[config.mk]
export PLATFORM = sky130hd
export DESIGN_NAME = split_timebase
export DESIGN_NICKNAME = d
export VERILOG_FILES = /design/src/rtl/stb_pkg.sv /design/src/rtl/stb_decode.sv /design/src/rtl/stb_counter.sv /design/src/rtl/stb_readport.sv /design/src/rtl/split_timebase.sv
export SDC_FILE = /design/constraint.sdc
export NUM_CORES = 1
export LEC_CHECK = 0
export BUFFER_PORTS_ARGS = -buffer_cell sky130_fd_sc_hd__buf_2
export CORE_AREA = 2 2 106 108
export CTS_BUF_LIST = sky130_fd_sc_hd__clkbuf_2 sky130_fd_sc_hd__clkbuf_4 sky130_fd_sc_hd__clkbuf_8
export DETAILED_ROUTE_END_ITERATION = 6
export DIE_AREA = 0 0 108 110
export GPL_ROUTABILITY_DRIVEN = 0
export PLACE_DENSITY_LB_ADDON = 0.3
export SYNTH_ARGS = -nofsm -noshare
export SYNTH_HDL_FRONTEND = slang
export SYNTH_HIERARCHICAL = 1
export SYNTH_SLANG_ARGS = --single-unit
[constraint.sdc]
create_clock -name clk -period 6.85 [get_ports clk]
set_input_delay 1.0275 -clock clk [delete_from_list [all_inputs] [get_ports clk]]
set_output_delay 1.0275 -clock clk [all_outputs]
set_load 0.05 [all_outputs]
[src/rtl/stb_pkg.sv]
package stb_pkg;

    // Bus address map: reads and writes use disjoint locations
    typedef enum logic [1:0] {
        ADR_RD_LO = 2'd0,
        ADR_RD_HI = 2'd1,
        ADR_WR_LO = 2'd2,
        ADR_WR_HI = 2'd3
    } stb_addr_e;

    // Decoded access for one bus cycle, at most one bit set
    typedef struct packed {
        logic wr_lo;
        logic wr_hi;
        logic rd_lo;
        logic rd_hi;
        logic rd_void;
    } stb_cmd_t;

endpackage

[src/rtl/stb_decode.sv]
module stb_decode
    import stb_pkg::*;
(
    input  logic       bus_valid,
    input  logic       bus_write,
    input  logic [1:0] bus_addr,
    output stb_cmd_t   cmd
);

    stb_addr_e adr;

    always_comb begin
        adr = stb_addr_e'(bus_addr);
        cmd = '0;
        if (bus_valid) begin
            if (bus_write) begin
                // writes to read-only locations fall through and do nothing
                cmd.wr_lo = (adr == ADR_WR_LO);
                cmd.wr_hi = (adr == ADR_WR_HI);
            end else begin
                cmd.rd_lo   = (adr == ADR_RD_LO);
                cmd.rd_hi   = (adr == ADR_RD_HI);
                cmd.rd_void = (adr == ADR_WR_LO) || (adr == ADR_WR_HI);
            end
        end
    end

endmodule

[src/rtl/stb_counter.sv]
module stb_counter #(
    parameter int CNT_W  = 64,
    localparam int HALF_W = CNT_W / 2
) (
    input  logic              clk,
    input  logic              rst_n,
    input  logic              tick_en,
    input  logic              wr_lo,
    input  logic              wr_hi,
    input  logic [HALF_W-1:0] wdata,
    output logic [CNT_W-1:0]  cnt
);

    typedef struct packed {
        logic [HALF_W-1:0] hi;
        logic [HALF_W-1:0] lo;
    } cnt_t;

    cnt_t              cnt_d, cnt_q;
    logic [HALF_W:0]   lo_sum;
    logic              lo_carry;

    always_comb begin
        cnt_d    = cnt_q;
        lo_sum   = {1'b0, cnt_q.lo} + (HALF_W + 1)'(1);
        lo_carry = lo_sum[HALF_W];
        if (wr_lo || wr_hi) begin
            // a load wins over a tick; the other half is left as is
            if (wr_lo) cnt_d.lo = wdata;
            if (wr_hi) cnt_d.hi = wdata;
        end else if (tick_en) begin
            cnt_d.lo = lo_sum[HALF_W-1:0];
            cnt_d.hi = cnt_q.hi + HALF_W'(lo_carry);
        end
    end

    always_ff @(posedge clk) begin
        if (!rst_n) cnt_q <= '0;
        else        cnt_q <= cnt_d;
    end

    assign cnt = cnt_q;

endmodule

[src/rtl/stb_readport.sv]
module stb_readport
    import stb_pkg::*;
#(
    parameter int CNT_W  = 64,
    localparam int HALF_W = CNT_W / 2
) (
    input  logic              clk,
    input  logic              rst_n,
    input  stb_cmd_t          cmd,
    input  logic [CNT_W-1:0]  cnt,
    output logic [HALF_W-1:0] rdata,
    output logic              rvalid
);

    typedef struct packed {
        logic              vld;
        logic [HALF_W-1:0] dat;
    } rsp_t;

    rsp_t rsp_d, rsp_q;

    always_comb begin
        rsp_d     = rsp_q;
        rsp_d.vld = cmd.rd_lo || cmd.rd_hi || cmd.rd_void;
        // live halves, no latch between them
        if (cmd.rd_lo)        rsp_d.dat = cnt[HALF_W-1:0];
        else if (cmd.rd_hi)   rsp_d.dat = cnt[CNT_W-1:HALF_W];
        else if (cmd.rd_void) rsp_d.dat = '0;
    end

    always_ff @(posedge clk) begin
        if (!rst_n) rsp_q <= '0;
        else        rsp_q <= rsp_d;
    end

    assign rdata  = rsp_q.dat;
    assign rvalid = rsp_q.vld;

endmodule

[src/rtl/split_timebase.sv]
module split_timebase
    import stb_pkg::*;
#(
    parameter int CNT_W  = 64,
    localparam int BUS_W = CNT_W / 2
) (
    input  logic             clk,
    input  logic             rst_n,
    input  logic             tick_en,
    input  logic             bus_valid,
    input  logic             bus_write,
    input  logic [1:0]       bus_addr,
    input  logic [BUS_W-1:0] bus_wdata,
    output logic [BUS_W-1:0] bus_rdata,
    output logic             bus_rvalid
);

    stb_cmd_t         cmd;
    logic [CNT_W-1:0] cnt_q;

    stb_decode u_decode (
        .bus_valid (bus_valid),
        .bus_write (bus_write),
        .bus_addr  (bus_addr),
        .cmd       (cmd)
    );

    stb_counter #(.CNT_W(CNT_W)) u_counter (
        .clk     (clk),
        .rst_n   (rst_n),
        .tick_en (tick_en),
        .wr_lo   (cmd.wr_lo),
        .wr_hi   (cmd.wr_hi),
        .wdata   (bus_wdata),
        .cnt     (cnt_q)
    );

    stb_readport #(.CNT_W(CNT_W)) u_readport (
        .clk    (clk),
        .rst_n  (rst_n),
        .cmd    (cmd),
        .cnt    (cnt_q),
        .rdata  (bus_rdata),
        .rvalid (bus_rvalid)
    );

endmodule

==> impl_metrics.csv <==
group,metric,value,unit
clocking,cts_buffer_depth,2,
synth,synthesis.nets,771,
clocking,cts-root-buf,"clkbuf_8",
placement,dp_hpwl,12500,um
worst_setup_path,cp-startpoint,"u_counter/cnt[0]",
routing,dr.pass1.iters,6,
sta,setup_tns,0,ps
floorplanning,row_count,38,
finish,regArea,1940,um2
synth,ys_seq_area_frac,0.335,
synth,synth_seq_cells,97,
floorplanning,die-area,11900,um2
sta,worst_pin_slew,997,ps
worst_setup_path,worstPathRequired,7160,ps
routing,drt-total-wl,18400,um
sta,min_period,3890,ps
finish,multi_input_area,3450,um2
synth,synthCells,729,
sta,setup_violations,0,
clocking,cts_setup_buffers,0,
sta,fin_crit_sh,0.568,
synth,synth_enable_flop_cells,0,
power_and_ir_drop,peakVddDrop,0.0901,mV
power_and_ir_drop,p_leak,0.00220,uW
floorplanning,start_util,0.543,
clocking,cts_tree,"built",
finish,layout.nets,804,
floorplanning,die_w,108,um
worst_setup_path,crit_path_max_fanout,7,
global_route,grt_pass1_vias,5748,
sta,fmax,0.257,GHz
synth,async_flop_share,0,
global_route,antenna_found_initial,0,
power_and_ir_drop,power-per-cell-area,191,nW/um2
status,status,"finished clean",
worst_setup_path,end_kind,"flip-flop",
routing,ant_nets,0,
sta,fin_skew,13.8,ps
sta,drv_slew,0,
worst_setup_path,path_class,"flip-flop to flip-flop",
clocking,clock_latency,390,ps
clocking,cts_max_level,3,
global_route,track_usage,0.312,
clocking,cts.clk_slew.worst_paths,100,ps
finish,fill_cells,956,
synth,syn_avg_cell_area,7.96,um2
placement,portBuffers,71,
routing,vias_per_cell,6.73,
sta,whs,528,ps
worst_hold_path,min-delay-start,"u_counter/cnt[6]",
sta,rsz0062_at_grt,"false",
worst_setup_path,cp.arrival,4200,ps
clocking,cts_buffers,9,
synth,yosysUniqueCellTypes,61,
synth,ys_warn_count,6,
worst_setup_path,cp-start-kind,"flip-flop",
worst_setup_path,r2r_start,"u_counter/cnt[0]",
clocking,cts_hold_buf,0,
floorplanning,pin_count,72,
floorplanning,dieHeight,110,um
sta,slew_headroom,0.335,
routing,vias,6106,
finish,antenna_cells,0,
routing,wl_per_cell,20.3,um
run,drv_cap,0,
finish,drive_above_1_share,0.163,
clocking,cts_sinks,97,
routing,drtIter0Drc,634,
global_route,grt_start_max_net_pins,66,
worst_hold_path,worstHoldPathType,"flip-flop to flip-flop",
synth,synth-main-ff-cell,"dfxtp_1",
synth,netlist_area,5800,um2
finish,syn2layout_area_growth,9.40,%
clocking,cts_resized,0,
floorplanning,core-area,10700,um2
worst_setup_path,regToRegSetupSlack,2960,ps
global_route,grt_overflow_total,0,
routing,remaining_drc_errors,0,
sta,finalHoldViolations,0,
global_route,grt_pass1_wl,29200,um
routing by layer:
metal	GRT usage	share of wire
met1	0.406	0.41
met2	0.495	0.45
met3	0.0617	0.10
met4	0.157	0.036
met5	0	0
metrics by stage:
stage           util  cell area (um2)  total power (uW)  cells  worst slack [ps]
2_1_floorplan      -             5800               736    729              3520
6_report       0.594             6350              1210    907              2960
5_1_grt        0.594             6350              1250    907              2630
4_1_cts        0.594             6350              1210    907              3030
3_3_place_gp   0.573             6130               785    891              3230
3_5_place_dp   0.573             6130               791    891              3090
flip-flops by register name, summed over array words and instances, names as in the netlist:
register and flops:
u_readport/rdata 32, u_counter/cnt 64, u_readport/rvalid 1
synth_stat cells, drive strengths merged (3+ instances only):
cell type	number	area share
clkbuf	39	0.026
buf	16	0.018
a21oi	80	0.069
a221oi	32	0.063
a32oi	3	0.0045
a31oi	9	0.0097
xnor2	11	0.017
and2	7	0.0075
or2	3	0.0032
and3	20	0.022
inv	40	0.026
and4	15	0.023
nand4	26	0.029
dfxtp	97	0.33
xor2	6	0.0091
or3b	32	0.048
nor2	59	0.038
o21ai	29	0.025
nand2b	3	0.0032
nand3	36	0.031
mux2i	14	0.024
a211oi	7	0.0091
ha	3	0.0065
nor4	14	0.020
o31ai	6	0.0078
nor3	18	0.016
o311ai	9	0.014
nand2	46	0.030
o22ai	16	0.017
or3	4	0.0043
path summary, 6_finish.rpt:
kind / to / depth (start not counted)
max: u_counter/cnt[46] / 12
max reg2reg: u_counter/cnt[46] / 12
min: u_readport/rdata[6] / 2
min reg2reg: u_readport/rdata[6] / 2
kinds of logic (layout without fill, tap and decap cells):
family,count (synthesis),in the layout,synth area share
simple gates,293,293,0.292
compound gates,208,208,0.245
flops,97,97,0.335
buf+inv,97,135,0.0722
xor+xnor,17,17,0.0257
mux,14,14,0.0241
fa+ha+maj,3,3,0.00647
cells in the final DEF (no fill, tap or decap), types with 12 or more instances in the layout:
master / netlist / routed
a21oi_1: 80 / 80
a221oi_1: 18 / 18
a221oi_2: 14 / 14
and3_1: 19 / 19
buf_2: 7 / 71
dfxtp_1: 97 / 97
inv_1: 40 / 40
mux2i_1: 14 / 14
nand2_1: 46 / 46
nand3_1: 36 / 36
nand4_1: 25 / 25
nor2_1: 59 / 59
nor3_1: 18 / 18
nor4_1: 12 / 12
o21ai_0: 29 / 29
o22ai_1: 16 / 16
or3b_1: 32 / 32
where the power goes:
group	switching, uW	internal [uW]
Combinational	114	53.1
Sequential	30.7	587
Clock	212	213
critical path, cell delays in order (launching register included):
cell	delay, ps
dfxtp_1	450
ha_1	250
nand3_1	170
or4_4	600
nor4_4	340
and3_1	210
ha_1	190
ha_1	210
nand3_1	170
nor3_1	630
nand4_1	190
xor2_1	170
a211oi_1	230
area by class of cell:
class / instances / share of cell area
Clock buffer: 11 / 0.0219
Clock inverter: 5 / 0.0126
Inverter: 41 / 0.0242
Multi-Input combinational cell: 535 / 0.544
Sequential cell: 97 / 0.306
Tap cell: 140 / 0.0276
Timing Repair Buffer: 78 / 0.0642
Power figures use the tool's default switching activity.
